`src/rtl/sr_guard_pkg.sv`:
```
package sr_guard_pkg;

   localparam int unsigned SR_W = 8;

   // Bit positions in the status byte; the read path decodes these
   localparam int unsigned POS_WPEN  = 7;
   localparam int unsigned POS_SPARE = 4;
   localparam int unsigned POS_BP    = 2;
   localparam int unsigned POS_WEL   = 1;

   typedef enum logic [1:0] {
      BLK_NONE    = 2'b00,
      BLK_QUARTER = 2'b01,
      BLK_HALF    = 2'b10,
      BLK_ALL     = 2'b11
   } blk_sel_e;

   typedef struct packed {
      logic       wpen;
      logic [2:0] spare;
      blk_sel_e   bp;
   } cfg_bits_t;

   localparam int unsigned CFG_W = $bits(cfg_bits_t);

   function automatic logic [SR_W-1:0] pack_status(cfg_bits_t c, logic wel);
      logic [SR_W-1:0] s;
      s = '0;
      s[POS_WPEN]            = c.wpen;
      s[POS_SPARE +: 3]      = c.spare;
      s[POS_BP +: 2]         = c.bp;
      s[POS_WEL]             = wel;
      return s;
   endfunction

   function automatic cfg_bits_t unpack_cfg(logic [SR_W-1:0] d);
      cfg_bits_t c;
      c.wpen  = d[POS_WPEN];
      c.spare = d[POS_SPARE +: 3];
      c.bp    = blk_sel_e'(d[POS_BP +: 2]);
      return c;
   endfunction

endpackage

```
`src/rtl/sr_wel_latch.sv`:
```
module sr_wel_latch (
   input  logic clk_i,
   input  logic rst_ni,
   input  logic set_i,
   input  logic clr_i,
   output logic wel_o
);

   always_ff @(posedge clk_i or negedge rst_ni) begin
      if (!rst_ni)    wel_o <= 1'b0;
      else if (clr_i) wel_o <= 1'b0;
      else if (set_i) wel_o <= 1'b1;
   end


   wel_set_chk: assert property (@(posedge clk_i) disable iff (!rst_ni)
      (set_i && !clr_i) |=> wel_o);


   wel_clr_chk: assert property (@(posedge clk_i) disable iff (!rst_ni)
      clr_i |=> !wel_o);


   wel_hold_chk: assert property (@(posedge clk_i) disable iff (!rst_ni)
      (!set_i && !clr_i) |=> $stable(wel_o));

endmodule

```
`src/rtl/sr_cfg_store.sv`:
```
module sr_cfg_store
   import sr_guard_pkg::*;
(
   input  logic            clk_i,
   input  logic            rst_ni,
   input  logic            commit_i,
   input  logic            allow_i,
   input  logic [SR_W-1:0] data_i,
   output cfg_bits_t       cfg_o
);

   always_ff @(posedge clk_i or negedge rst_ni) begin
      if (!rst_ni)                    cfg_o <= '0;
      else if (commit_i && allow_i)   cfg_o <= unpack_cfg(data_i);
   end


   cfg_blocked_chk: assert property (@(posedge clk_i) disable iff (!rst_ni)
      (commit_i && !allow_i) |=> $stable(cfg_o));


   cfg_load_chk: assert property (@(posedge clk_i) disable iff (!rst_ni)
      (commit_i && allow_i) |=> (cfg_o.wpen == $past(data_i[POS_WPEN])));

endmodule

```
`src/rtl/sr_wp_gate.sv`:
```
module sr_wp_gate #(
   parameter bit WP_SAMPLE = 1'b1
) (
   input  logic clk_i,
   input  logic rst_ni,
   input  logic start_i,
   input  logic commit_i,
   input  logic wp_pin_i,
   input  logic wpen_i,
   input  logic wel_i,
   output logic ok_o
);

   logic wp_use;

   generate
      if (WP_SAMPLE) begin : g_sampled
         logic cmd_open;
         logic wp_held;
         always_ff @(posedge clk_i or negedge rst_ni) begin
            if (!rst_ni) begin
               cmd_open <= 1'b0;
               wp_held  <= 1'b1;
            end else if (start_i && !commit_i) begin
               cmd_open <= 1'b1;
               wp_held  <= wp_pin_i;
            end else if (commit_i) begin
               cmd_open <= 1'b0;
            end
         end
         assign wp_use = cmd_open ? wp_held : wp_pin_i;


         wp_hold_chk: assert property (@(posedge clk_i) disable iff (!rst_ni)
            (cmd_open && !commit_i && !start_i) |=> $stable(wp_held));
      end else begin : g_live
         assign wp_use = wp_pin_i;
      end
   endgenerate

   assign ok_o = wel_i && !(wpen_i && !wp_use);

endmodule

```
`src/rtl/sr_range_prot.sv`:
```
module sr_range_prot
   import sr_guard_pkg::*;
#(
   parameter int unsigned ADDR_W = 19
) (
   input  logic [ADDR_W-1:0] addr_i,
   input  blk_sel_e          bp_i,
   input  logic              wel_i,
   output logic              ok_o
);

   localparam logic [ADDR_W-1:0] HALF_BASE = {1'b1, {(ADDR_W-1){1'b0}}};
   localparam logic [ADDR_W-1:0] QTR_BASE  = {2'b11, {(ADDR_W-2){1'b0}}};

   generate
      if (ADDR_W < 2) begin : g_bad_width
         $error("sr_range_prot: ADDR_W must be at least 2");
      end
   endgenerate

   logic guarded;

   always_comb begin
      unique case (bp_i)
         BLK_NONE:    guarded = 1'b0;
         BLK_QUARTER: guarded = (addr_i >= QTR_BASE);
         BLK_HALF:    guarded = (addr_i >= HALF_BASE);
         default:     guarded = 1'b1;
      endcase
   end

   assign ok_o = wel_i && !guarded;

endmodule

```
`src/rtl/sr_guard.sv`:
```
module sr_guard
   import sr_guard_pkg::*;
#(
   parameter int unsigned ADDR_W    = 19,
   parameter bit          WP_SAMPLE = 1'b1
) (
   input  logic              clk_i,
   input  logic              rst_ni,
   input  logic              wel_set_i,
   input  logic              wel_clr_i,
   input  logic              srw_start_i,
   input  logic              srw_commit_i,
   input  logic [7:0]        srw_data_i,
   input  logic              wp_level_i,
   input  logic [ADDR_W-1:0] wr_addr_i,
   output logic [7:0]        status_o,
   output logic              mem_wr_ok_o,
   output logic              sr_wr_ok_o
);

   generate
      if (SR_W != 8) begin : g_bad_sr
         $error("sr_guard: status byte must be 8 bits");
      end
   endgenerate

   logic      wel;
   cfg_bits_t cfg;

   sr_wel_latch u_wel (
      .clk_i  (clk_i),
      .rst_ni (rst_ni),
      .set_i  (wel_set_i),
      .clr_i  (wel_clr_i),
      .wel_o  (wel)
   );

   sr_wp_gate #(.WP_SAMPLE(WP_SAMPLE)) u_gate (
      .clk_i    (clk_i),
      .rst_ni   (rst_ni),
      .start_i  (srw_start_i),
      .commit_i (srw_commit_i),
      .wp_pin_i (wp_level_i),
      .wpen_i   (cfg.wpen),
      .wel_i    (wel),
      .ok_o     (sr_wr_ok_o)
   );

   sr_cfg_store u_cfg (
      .clk_i    (clk_i),
      .rst_ni   (rst_ni),
      .commit_i (srw_commit_i),
      .allow_i  (sr_wr_ok_o),
      .data_i   (srw_data_i),
      .cfg_o    (cfg)
   );

   sr_range_prot #(.ADDR_W(ADDR_W)) u_range (
      .addr_i (wr_addr_i),
      .bp_i   (cfg.bp),
      .wel_i  (wel),
      .ok_o   (mem_wr_ok_o)
   );

   assign status_o = pack_status(cfg, wel);


   no_wel_no_write_chk: assert property (@(posedge clk_i) disable iff (!rst_ni)
      !status_o[POS_WEL] |-> (!mem_wr_ok_o && !sr_wr_ok_o));


   all_blocked_chk: assert property (@(posedge clk_i) disable iff (!rst_ni)
      (status_o[POS_BP +: 2] == 2'b11) |-> !mem_wr_ok_o);


   bit0_zero_chk: assert property (@(posedge clk_i) disable iff (!rst_ni)
      srw_commit_i |=> !status_o[0]);

endmodule

```
`config.mk`:
```
export PLATFORM = sky130hd
export DESIGN_NAME = sr_guard
export DESIGN_NICKNAME = d
export VERILOG_FILES = /design/src/rtl/sr_guard_pkg.sv /design/src/rtl/sr_wel_latch.sv /design/src/rtl/sr_cfg_store.sv /design/src/rtl/sr_wp_gate.sv /design/src/rtl/sr_range_prot.sv /design/src/rtl/sr_guard.sv
export SDC_FILE = /design/constraint.sdc
export NUM_CORES = 1
export LEC_CHECK = 0
export ABC_AREA = 0
export ABC_CLOCK_PERIOD_IN_PS = 1710
export BUFFER_PORTS_ARGS = -buffer_cell sky130_fd_sc_hd__buf_2
export CORE_MARGIN = 1.5
export CORE_UTILIZATION = 30
export DETAILED_ROUTE_END_ITERATION = 16
export MAX_ROUTING_LAYER = met4
export PLACE_DENSITY = 0.77
export SLEW_MARGIN = 25
export SYNTH_ARGS = -nofsm -noshare
export SYNTH_HDL_FRONTEND = slang
export SYNTH_SLANG_ARGS = --single-unit
```
`constraint.sdc`:
```
create_clock -name clk_i -period 1.71 [get_ports clk_i]
set_input_delay 0.0855 -clock clk_i [delete_from_list [all_inputs] [get_ports clk_i]]
set_output_delay 0.0855 -clock clk_i [all_outputs]
set_load 0.02 [all_outputs]
```
==> results of run 1 <==
==> worst max-delay path, delay by kind of cell, from the launching register on <==
| kind | cells | cell delay [ps] |
|---|---|---|
| compound gates | 1 | 310 |
| mux | 2 | 490 |
| flops | 1 | 530 |
==> area by class of cell <==
| class | count | area (um^2) | share of cell area [%] |
|---|---|---|---|
| Clock buffer | 4 | 26.3 | 4.70 |
| Sequential cell | 9 | 226 | 40.5 |
| Multi-Input combinational cell | 22 | 153 | 27.3 |
| Tap cell | 15 | 18.8 | 3.36 |
| Timing Repair Buffer | 25 | 135 | 24.2 |
==> kinds of logic after synthesis <==
group	synth area share [%]
buf+inv	5.61
flops	56.4
simple gates	11.2
compound gates	6.54
other cells	0.934
mux	19.3
==> through the flow <==
| step | instance area (um^2) | hold slack, ps | setup WS [ps] | total power [mW] |
|---|---|---|---|---|
| 2_1_floorplan | 402 | -210 | 393 | 0.422 |
| 3_3_place_gp | 513 | -55.4 | 267 | 0.480 |
| 3_5_place_dp | 513 | -54.2 | 248 | 0.489 |
| 4_1_cts | 559 | 3.15 | 224 | 0.660 |
| 5_1_grt | 559 | 9.02 | 165 | 0.689 |
| 6_report | 559 | 16.0 | 255 | 0.645 |
==> repair_timing <==
item                      CTS  global route
hold endpoints to repair   10             0
hold buffers                2             0
buffers inserted            0             0
==> power by group <==
| group | leakage, nW | switching (mW) | total, mW | internal, mW |
|---|---|---|---|---|
| registers | 0.106 | 0.0295 | 0.291 | 0.261 |
| logic | 0.160 | 0.109 | 0.194 | 0.0853 |
| clock network | 0.0150 | 0.0701 | 0.160 | 0.0897 |
==> worst max path at each step <==
stage	slack, ps	startpoint	depth (start not counted)	end
floorplan	390	u_gate.g_sampled.wp_held$_DFFE_PN1P_	3	u_cfg.cfg_o[0]$_DFFE_PN0P_
CTS	220	u_gate.g_sampled.wp_held$_DFFE_PN1P_	3	u_cfg.cfg_o[4]$_DFFE_PN0P_
detailed placement	250	u_gate.g_sampled.wp_held$_DFFE_PN1P_	3	u_cfg.cfg_o[4]$_DFFE_PN0P_
global route	160	u_gate.g_sampled.wp_held$_DFFE_PN1P_	3	u_cfg.cfg_o[4]$_DFFE_PN0P_
finish	250	u_gate.g_sampled.wp_held$_DFFE_PN1P_	3	u_cfg.cfg_o[4]$_DFFE_PN0P_
global placement	270	u_gate.g_sampled.wp_held$_DFFE_PN1P_	3	u_cfg.cfg_o[1]$_DFFE_PN0P_
==> synthesized netlist by cell type <==
cell	count	area, um^2
a21boi_0	1	7.51
a21oi_2	1	8.76
and3_1	1	6.26
buf_4	3	22.5
conb_1	1	3.75
dfrtp_1	8	200
dfstp_2	1	26.3
mux2_2	6	67.6
mux2i_1	1	10.0
nand2_1	2	7.51
nand3_1	2	10.0
nor2_1	4	15.0
nor2b_1	1	6.26
o21ai_0	2	10.0
==> flip-flops by register name, indices dropped and copies added, names as in the netlist <==
name and cells:
u_cfg.cfg_o 6, u_gate.g_sampled.cmd_open 1, u_gate.g_sampled.wp_held 1, u_wel.wel_o 1
==> cells in the final DEF, fill, tap and decap left out <==
| master | synthesis | final |
|---|---|---|
| nor2b_1 | 1 | 1 |
| clkbuf_4 | 0 | 3 |
| conb_1 | 1 | 1 |
| nand3_1 | 2 | 2 |
| nand2_1 | 2 | 2 |
| dfstp_2 | 1 | 1 |
| mux2_2 | 6 | 6 |
| nor2_1 | 4 | 4 |
| mux2i_1 | 1 | 1 |
| o21ai_0 | 2 | 2 |
| a21oi_2 | 1 | 1 |
| clkbuf_1 | 0 | 1 |
| dfrtp_1 | 8 | 8 |
| dlygate4sd3_1 | 0 | 2 |
| a21boi_0 | 1 | 1 |
| and3_1 | 1 | 1 |
| buf_2 | 0 | 23 |
==> routing by layer <==
metal | part of all wire, % | GRT usage (%)
met5 | 0 | -
met4 | 0.78 | 7.76
met3 | 8.0 | 6.82
met2 | 53 | 23.4
met1 | 38 | 9.96
==> flow_summary_export.csv, run 1 <==
group,metric,value,unit
route,drt_iter0_drc,1,
critical_path,critPathKind,"flip-flop to flip-flop",
critical_path,r2r_slack,250,ps
floorplanning,coreArea,0.00127,mm^2
finish,layout-drive-gt1-share,56.7,%
finish,fill_cells,129,
finish,area_growth,39.3,%
critical_path,rr_endpoint,"u_cfg.cfg_o[4]$_DFFE_PN0P_",
global_route,grt-ovfl-total,0,
yosys,yosysWarningCount,0,
timing,rsz0062_at_grt,"false",
timing,finalClockSkew,7.44,ps
clock_network,clk_latency,260,ps
floorplanning,dieHeight,39.6,um
power,power.leakage,0.281,nW
route,wl_per_cell,10.3,um
global_route,grt_pass1_wl,1.19,mm
job,cap_viol_max_count,0,
critical_path,cpPeakStageDelay,530,ps
floorplanning,die_area,0.00157,mm^2
finish,stdcell_count,75,
route,antenna_left,0,
critical_path,cpMaxStageDelayCell,"dfstp_2",
clock_network,htreeDepth,1,
yosys,yosysSeqAreaShare,56.4,%
timing,setup_viol,0,
critical_path,worstSetupEndpointType,"flip-flop",
route,first_pass_iters,2,
yosys,ys_ff_latch,9,
floorplanning,die_x,39.6,um
placed_design,place_congestion,0.646,
yosys,synth_nets,68,
global_route,grt_max_degree,10,
route,vias_per_cell,4.44,
floorplanning,start_util,31.7,%
timing,slew_violations,0,
finish,diodes,0,
floorplanning,pin_count,44,
clock_network,cts.sinks,9,
clock_network,cts_buffers,3,
clock_network,cts_resized,0,
finish,final_nets,95,
placed_design,dp_cells,69,
power,ir_drop,0.762,mV
global_route,grt_pass1_vias,300,
clock_network,clockBufferDepth,2,
critical_path,critPathRequiredTime,1850,ps
yosys,netlist_instances,34,
status,status,"finished clean",
min_path,hp-class,"input pin to flip-flop",
floorplanning,num_rows,13,
clock_network,cts_tree,"built",
critical_path,crit_fanout,5,
yosys,synth_cell_type_count,14,
min_path,hold_path_depth,2,
global_route,gr-usage-all-layers,13.0,%
finish,final_util,44.1,%
global_route,grt_antenna_before_repair,0,
route,drt_wl_total,771,um
critical_path,arrival,1590,ps
route,drc_errors,0,
clock_network,path_clk_slew,60,ps
yosys,syn_area,402,um^2
timing,fmax,687,MHz
clock_network,cts-root-buf,"clkbuf_4",
critical_path,path_cells,"mux2i_1, a21oi_2, mux2_2",
yosys,syn_area_per_cell,11.8,um^2
timing,fin_crit,1460,ps
critical_path,crit_path_start_kind,"flip-flop",
placed_design,io_buffers,23,
critical_path,r2r_start,"u_gate.g_sampled.wp_held$_DFFE_PN1P_",
critical_path,reg2reg_depth,3,
min_path,hp-start,"srw_commit_i",
timing,fin_setup_tns,0,ps
route,num_vias,333,
power,powerDensity,1150,mW/mm^2
min_path,min_to,"u_gate.g_sampled.cmd_open$_DFFE_PN0P_",
timing,finalHoldViolCount,0,
timing,fin_crit_sh,85.1,%
No activity file was read; power rests on OpenSTA's default activity.
==> run 2: changes to the inputs <==
--- a/config.mk
+++ b/config.mk
@@ -8,7 +8,8 @@
 export ABC_AREA = 0
 export ABC_CLOCK_PERIOD_IN_PS = 1710
 export BUFFER_PORTS_ARGS = -buffer_cell sky130_fd_sc_hd__buf_2
-export CORE_MARGIN = 1.5
+export CAP_MARGIN = 15
+export CORE_MARGIN = 8
 export CORE_UTILIZATION = 30
 export DETAILED_ROUTE_END_ITERATION = 16
 export MAX_ROUTING_LAYER = met4
==> flow_summary_export.csv, run 2 (same netlist as run 1, synthesis figures left out) <==
group,metric,value,unit
floorplanning,dieHeight,52.6,um
placed_design,place_congestion,0.635,
placed_design,io_buffers,23,
status,status,"finished clean",
critical_path,r2r_start,"u_gate.g_sampled.wp_held$_DFFE_PN1P_",
floorplanning,die_area,0.00277,mm^2
clock_network,htreeDepth,1,
global_route,grt-ovfl-total,0,
timing,fmax,685,MHz
placed_design,dp_cells,69,
placed_design,post-place-ws,239,ps
global_route,grt_pass1_vias,381,
finish,layout_common_cells,"23 x buf_2, 8 x dfrtp_1, 6 x mux2_2, 4 x nor2_1, 3 x clkbuf_4",
power,swShare,32.5,%
finish,largest_reg_flops,6,
route,first_pass_iters,2,
job,cap_viol_max_count,0,
floorplanning,start_util,31.7,%
global_route,grt_busiest_layer,"met2",
route,drc_errors,0,
global_route,grt_antenna_before_repair,0,
finish,final_nets,95,
global_route,gr-usage-all-layers,9.59,%
finish,area_growth,39.3,%
finish,final_common_cell,"buf_2",
power,switching_power,0.210,mW
timing,finalHoldViolCount,0,
power,powerDensity,1160,mW/mm^2
power,ir_drop,0.465,mV
route,antenna_left,0,
clock_network,cts_buffers,3,
clock_network,postCtsSetupBuffers,0,
timing,fin_ws,250,ps
critical_path,crit_path_start_kind,"flip-flop",
min_path,hp-class,"input pin to flip-flop",
power,p_clk_share,24.3,%
min_path,hp-start,"srw_commit_i",
route,drt_iter0_drc,4,
global_route,grt_pass1_wl,1.84,mm
floorplanning,num_rows,13,
critical_path,arrival,1600,ps
power,combPwrFrac,30.7,%
global_route,met3_usage,3.69,%
global_route,grt_util_met2,14.0,%
route,vias_per_cell,4.44,
critical_path,critPathRequiredTime,1850,ps
finish,regMostFlops,"u_cfg.cfg_o",
clock_network,clk_latency,250,ps
timing,setup_viol,0,
timing,fin_crit_sh,85.4,%
route,wl_per_cell,13.2,um
critical_path,critPathKind,"flip-flop to flip-flop",
clock_network,path_clk_slew,60,ps
critical_path,worstSetupEndpointType,"flip-flop",
power,power.leakage,0.281,nW
route,num_vias,333,
timing,fin_setup_tns,0,ps
clock_network,cts.sinks,9,
finish,stdcell_count,75,
power,p_int,0.436,mW
route,drt_wl_total,987,um
global_route,grt_max_degree,10,
finish,diodes,0,
floorplanning,die_x,52.6,um
clock_network,cts-root-buf,"clkbuf_4",
timing,slew_violations,0,
clock_network,cts_tree,"built",
timing,finalClockSkew,3.36,ps
floorplanning,coreArea,0.00127,mm^2
finish,final_util,44.1,%
critical_path,crit_fanout,5,
placed_design,hpwl,823,um
power,power_frac_seq,45.0,%
timing,fin_crit,1460,ps
finish,fill_cells,133,
timing,rsz0062_at_grt,"false",
floorplanning,pin_count,44,
clock_network,clockBufferDepth,2,
critical_path,startpoint,"u_gate.g_sampled.wp_held$_DFFE_PN1P_",
global_route,grtUsageMet1,9.51,%
finish,layout-drive-gt1-share,56.7,%
==> run 2: cell counts in the layout (fill, tap and decap cells not counted) <==
Identical to the previous run, type by type.
==> run 2: worst max-delay path: stages, from the launching register on <==
cell	delay, ps
dfstp_2	530
mux2i_1	110
a21oi_2	330
mux2_2	380
==> run 2: path summary, 6_finish.rpt <==
path                                                          to  slack [ps]  cells after the start
hold reg to reg                       u_cfg.cfg_o[2]$_DFFE_PN0P_         500                      1
setup / recovery                      u_cfg.cfg_o[0]$_DFFE_PN0P_         250                      3
max in group asynchronous   u_gate.g_sampled.wp_held$_DFFE_PN1P_        1240                      2
min in group asynchronous             u_cfg.cfg_o[0]$_DFFE_PN0P_         220                      2
setup reg to reg                      u_cfg.cfg_o[0]$_DFFE_PN0P_         250                      3
hold / removal             u_gate.g_sampled.cmd_open$_DFFE_PN0P_          40                      2
==> run 2: repair_timing <==
item,4_1_cts,5_1_grt
resized for setup,0,0
endpoints found under the hold margin,10,0
hold buffers,2,0
==> run 2: power groups by stage <==
stage	combinational (mW)	sequential (mW)	clock [mW]
6_report	0.198	0.291	0.157
5_1_grt	0.219	0.305	0.177
4_1_cts	0.203	0.292	0.166
3_5_place_dp	0.199	0.296	0
3_3_place_gp	0.192	0.292	0
2_1_floorplan	0.0879	0.334	0
==> run 2: cell type report <==
cell class / instances / area [um^2] / share of cell area (%)
multi-input combinational: 22 / 153 / 27.3
timing repair buffer: 25 / 135 / 24.2
sequential: 9 / 226 / 40.5
clock buffer: 4 / 26.3 / 4.70
tap: 15 / 18.8 / 3.36
==> run 2: routing by layer <==
layer	vias to the layer above	routed length, um
li1	166	-
met1	150	397
met2	15	477
met3	2	90
met4	0	21
met5	-	0
==> run 2: per-stage QoR <==
step	power (mW)	area (um^2)	hold slack (ps)
final	0.646	559	36.8
after global routing	0.700	559	28.1
after detailed placement	0.494	513	-59.6
after global placement	0.484	513	-57.3
after CTS	0.660	559	23.8
after floorplan	0.422	402	-210
